**config.mk**
```make
export PLATFORM = sky130hd
export DESIGN_NAME = irq_prio_ctrl
export DESIGN_NICKNAME = d
export VERILOG_FILES = /design/src/rtl/irq_prio_ctrl.sv
export SDC_FILE = /design/constraint.sdc
export NUM_CORES = 1
export LEC_CHECK = 0
export BUFFER_PORTS_ARGS = -buffer_cell sky130_fd_sc_hd__buf_2
export CAP_MARGIN = 5
export CORE_UTILIZATION = 52
export CTS_CLUSTER_SIZE = 24
export DETAILED_ROUTE_END_ITERATION = 10
export GPL_TIMING_DRIVEN = 0
export PLACE_DENSITY = 0.79
export SYNTH_ARGS = -nofsm -noshare
export SYNTH_HDL_FRONTEND = slang
export SYNTH_SLANG_ARGS = --single-unit
```
**constraint.sdc**
```tcl
create_clock -name clk -period 2.2 [get_ports clk]
set_clock_uncertainty 0.1 [all_clocks]
set_input_delay 0.11 -clock clk [delete_from_list [all_inputs] [get_ports clk]]
set_output_delay 0.11 -clock clk [all_outputs]
set_load 0.01 [all_outputs]
```
**src/rtl/irq_prio_ctrl.sv**
```systemverilog
module irq_prio_ctrl #(
  parameter int SYNC_STAGES = 2
) (
  input  logic       clk,
  input  logic       rst_n,
  input  logic [7:0] irq_in,
  input  logic       wr_en,
  input  logic       wr_sel,
  input  logic [7:0] wr_data,
  input  logic       ack,
  output logic [7:0] pending_o,
  output logic       int_o,
  output logic [2:0] vec_o
);
  localparam int NSRC = 8;
  localparam int VW   = $clog2(NSRC);
  localparam int CW   = 4;

  logic [NSRC-1:0] sync_q [SYNC_STAGES];
  logic [NSRC-1:0] last_q;
  logic [NSRC-1:0] pending_q, mask_q, allowed, eligible, rise, clr;
  logic [CW-1:0]   cutoff_q;
  logic [VW-1:0]   vec;

  always_ff @(posedge clk) begin
    if (!rst_n) begin
      for (int i = 0; i < SYNC_STAGES; i++) sync_q[i] <= '0;
      last_q <= '0;
    end else begin
      sync_q[0] <= irq_in;
      for (int i = 1; i < SYNC_STAGES; i++) sync_q[i] <= sync_q[i-1];
      last_q <= sync_q[SYNC_STAGES-1];
    end
  end

  assign rise = sync_q[SYNC_STAGES-1] & ~last_q;

  always_ff @(posedge clk) begin
    if (!rst_n) begin
      mask_q   <= '1;
      cutoff_q <= '0;
    end else if (wr_en) begin
      if (wr_sel) cutoff_q <= wr_data[CW-1:0];
      else        mask_q   <= wr_data[NSRC-1:0];
    end
  end

  genvar g;
  generate
    for (g = 0; g < NSRC; g++) begin : g_allow
      assign allowed[g] = cutoff_q > CW'(g);
    end
  endgenerate

  assign eligible = pending_q & allowed;

  always_comb begin
    vec = '0;
    for (int i = NSRC - 1; i >= 0; i--)
      if (eligible[i]) vec = VW'(i);
  end

  assign clr = (ack && int_o) ? (NSRC'(1) << vec) : '0;

  always_ff @(posedge clk) begin
    if (!rst_n) pending_q <= '0;
    else        pending_q <= (pending_q & ~clr) | (rise & ~mask_q);
  end

  assign pending_o = pending_q;
  assign int_o     = |eligible;
  assign vec_o     = vec;
endmodule

```
Yosys cells after proc, flatten, opt, wreduce, memory -nomap -nowiden
Memory sizes are Yosys's and may differ from the RTL's.
Cells that the tools add are included.
Operators by class
  magnitude comparators: 8
  shift-type cells: 1
  multiplexer cells: 13
  bitwise operators: 11
  reduce and logical (&&, ||, !) cells: 4
Operators with widths (number)
  8-bit AND: 4
  3-bit 2-to-1 mux: 8
  8-bit 2-to-1 mux: 3
  8-bit inverter: 3
  4-bit by 3-bit > comparator with 1-bit output, second input constant: 4
  4-bit by 1-bit > comparator with 1-bit output, second input constant: 2
  4-bit by 2-bit > comparator with 1-bit output, second input constant: 2
  8-bit OR: 1
  8-bit OR reduction: 1
  1-bit by 3-bit << shifter with 8-bit output, first input constant: 1
  2-bit AND reduction: 2
  1-bit 2-to-1 mux: 2
  1-bit OR: 2
  1-bit logical AND: 1
  1-bit inverter: 1
Word-level totals
  register bits: 28
  RAM bits: 16
  output and inout bits: 12
  word-level logic and storage cells: 42
  memories: 1
Memory list
  sync_q: depth 2, width 8, read ports 2, clocked after Yosys merged registers in 0, wr ports 2, line 19  | logic [NSRC-1:0] sync_q [SYNC_STAGES];

Depth between registers and ports, before layout
  depth in word-level cells: 15
  gate-level depth with buffers: 6
  gate-level depth less buffers: 5

Worst setup path before layout
OpenSTA, ideal clock, no wires.
  kind: register -> register
  start point: register cutoff_q[0]
  end point: register pending_q[4], in the netlist pending_o[4]
  setup time: 0.119 ns
  arrival: 1.312 ns
  required time: 1.981 ns
  setup slack: 0.669 ns
  stages on the path, launching flop included: 7
  path buffers: 1
  cells stage by stage: dfxtp_1 > clkbuf_2 > a2111oi_4 > or2_2 > and2_1 > nand4b_1 > o221a_1
On the way
  longest elaborated chain between the ends: 15
RTL lines
  start, declared: line 22  | logic [CW-1:0] cutoff_q;
  start signal, assigned: line 43  | if (wr_sel) cutoff_q <= wr_data[CW-1:0];
  4-bit by 3-bit > comparator with 1-bit output: line 51  | assign allowed[g] = cutoff_q > CW'(g);
  8-bit AND (*): line 55  | assign eligible = pending_q & allowed;
  3-bit 2-to-1 mux (8 in a row): line 60  | if (eligible[i]) vec = VW'(i);
  1-bit by 3-bit << shifter with 8-bit output: line 63  | assign clr = (ack && int_o) ? (NSRC'(1) << vec) : '0;
  8-bit 2-to-1 mux (*): line 63
  8-bit inverter (*): line 67  | else pending_q <= (pending_q & ~clr) | (rise & ~mask_q);
  8-bit AND (*): line 67
  8-bit OR (*): line 67
  end signal, assigned: line 67
  end, declared: line 21  | logic [NSRC-1:0] pending_q, mask_q, allowed, eligible, rise, clr;
Every way passes the cells marked *; elsewhere a longest branch is shown, timed or not.
A chain may end at the register's enable or synchronous reset.

Final worst setup path
  start point: register cutoff_q[3]
  end point: output vec_o[0]
On the way
  longest elaborated chain between the ends: 10
RTL lines
  4-bit by 3-bit > comparator with 1-bit output: line 51
  8-bit AND (*): line 55
  3-bit 2-to-1 mux (7 in a row): line 60
  3-bit 2-to-1 mux (*): line 60
  end, declared: line 13  | output logic [2:0] vec_o
Marked as above.

==> impl_metrics.toml <==
[status]
status = "completed"

[flow_run]
maxCapViolations = 0

[global_routing]
overflow = 0
antenna_found_initial = 0
grt_max_degree = 14
grt_usage = 0.223
grt_pass1_vias = 1282
grt_pass1_wl_um = 5640

[logic_synthesis]
ys_ff_latch = 44
synth_edf_count = 0
yosysSeqAreaShare = 0.512
syn_inst = 186
post-synth-top-area-fraction = 0.512
syn-cell-area_um2 = 1720
synth-async-reset-ratio = 0
synthTopCellsByCount = "dfxtp_1 (44), nand2_1 (29), and2_1 (25)"
synth_top_cell_by_area = "dfxtp_1"
synth.distinct_cells = 35
synth_ff_type = "dfxtp_1"
synth_nets = 207
ys_warn_count = 0
synth.area.top_cells = "dfxtp_1 (51%), and2_1 (9.1%), nand2_1 (6.3%), nand3_1 (3.8%), nor3b_1 (2.6%)"
avgSynthCellArea_um2 = 9.24
yosysMostFrequentCell = "dfxtp_1"

[power]
power_mw = 1.47
vdd_ir_drop_max_uv = 561
p_leak_nw = 0.950
powerDensity_nw_per_um2 = 662

[clock_tree]
htreeDepth = 2
clock_sinks = 44
clk_pin_slew_ps = 120
clk_latency_ps = 350
cts_tree = "built"
cts-root-buf = "clkbuf_4"
post-cts-setup-buffer-count = 0
clk_path_buf_depth = 2
cts_buffers = 5

[routing]
drt_pass1_iterations = 4
finalWirelength_um = 3550
drt-initial-drc-count = 118
drc_errors = 0
vias = 1467
wl_per_cell_um = 12.2
via_per_inst = 5.04
antenna_left = 0

[floorplanning]
io_pins = 33
die_h_um = 59.5
core_area_um2 = 3100
num_rows = 20
dieArea_um2 = 3540
fp.dieW_um = 59.5
initial_core_util = 0.554

[worst_setup_path]
cp.required_ps = 1990
critical_path_class = "reg2out"
path_cells = "nor2_4 > a21oi_2 > a211o_4 > a21oi_4 > buf_2"
startpoint_type = "register"
r2r_start = "cutoff_q[0]"
reg2regPathDepth = 6
cp.arrival_ps = 1770
r2r_slack_ps = 460
critPathMaxFanout = 8
crit_end = "vec_o[0]"
worstReg2RegEnd = "pending_o[2]"
cpPeakStageDelay_ps = 440
crit_slowest_cell = "dfxtp_1"
crit_start = "cutoff_q[3]"
end_kind = "output port"

[placed_design]
dp_hpwl_um = 2280
place_inst = 262
portBuffers = 32
routabilityCongestion = 0.848

[timing]
worstMarginPinSlew_ps = 441
fmax_ghz = 0.504
layout_min_cycle_time_ps = 1980
finalSetupViolations = 0
relSlewSlack = 0.706
fin_setup_tns_ps = 0
rsz0062_at_grt = "no"
hold_viol = 0
maxSlewViolCount = 0
finalCritPeriodShare = 0.902

[layout]
drive_gt1_frac = 0.215
layout.cells.non_filler = 291
final_core_util = 0.716
area_growth_pct = 29.2
finalNetCount = 267
diodes = 0

[min_path]
holdCritPathClass = "in2reg"
[sequential cells by signal, indices dropped and copies added (netlist names)]
name / flops
sync_q: 16
pending_o: 8
last_q: 8
mask_q: 8
cutoff_q: 4
[critical path, delay by kind of cell, from the launching register on]
kind,cells,cell delay [ps]
AOI/OAI and AO/OA,3,620
buffers and inverters,1,160
DFF,1,440
and+or+nand+nor,1,200
[area by class of cell]
| class | instances | area [um2] |
|---|---|---|
| buffer | 8 | 38.8 |
| clock buffer | 6 | 41.3 |
| clock inverter | 2 | 35.0 |
| fill | 257 | 882 |
| inverter | 3 | 11.3 |
| multi-input combinational | 131 | 788 |
| sequential | 44 | 881 |
| tap | 44 | 55.1 |
| timing repair buffer | 53 | 370 |
[per-stage QoR]
step	area (um2)	hold slack, ps	setup WS (ps)
floorplan	1720	134	669
global placement	1930	215	491
detailed placement	1930	220	514
CTS	2220	37.8	205
global route	2220	56.7	136
finish	2220	51.2	216
[metal layers]
layer	up-vias	GRT usage	wire length [um]
li1	755	-	-
met1	662	0.268	1640
met2	44	0.374	1730
met3	6	0.0459	141
met4	0	0.120	45
met5	-	0	0
[worst min path at each step]
stage               startpoint           end  slack, ps  cells past startpoint
detailed placement   irq_in[1]  sync_q[0][1]        220                      2
global route               ack  pending_o[5]         60                      4
global placement     irq_in[3]  sync_q[0][3]        210                      2
finish                     ack  pending_o[0]         50                      4
CTS                        ack  pending_o[5]         40                      4
floorplan           wr_data[0]     mask_q[0]        130                      2
[cell families (layout without fill, tap and decap cells)]
kind of cell | after synthesis | in the layout | share of synthesized area
flops | 44 | 44 | 0.512
simple gates | 98 | 98 | 0.307
buf+inv | 11 | 72 | 0.0291
compound gates | 33 | 33 | 0.151
[repair_timing]
action                     in CTS  in global routing
hold endpoints to repair       21                  0
hold buffers                   21                  0
setup endpoints to repair       0                  0
resized for setup               0                  0
[where the power goes]
part / switching, mW / internal [mW]
sequential: 0.0183 / 0.830
clock: 0.243 / 0.238
combinational: 0.0638 / 0.0772
[cells in the final DEF (no fill, tap or decap), types with 3 or more instances in the layout]
cell type      netlist  routed
dfxtp_1             44      44
clkbuf_1             6       7
nor2_1               9       9
nand2b_1             3       3
and2_1              25      25
a21oi_1              7       7
nand2_1             29      29
a21boi_0             4       4
clkbuf_4             0       5
a31oi_1              4       4
nand3_1             13      13
dlygate4sd3_1        0      21
inv_1                3       3
o21ai_0              6       6
buf_2                0      32
nor3b_1              6       6
(Power assumes the default switching activity.)
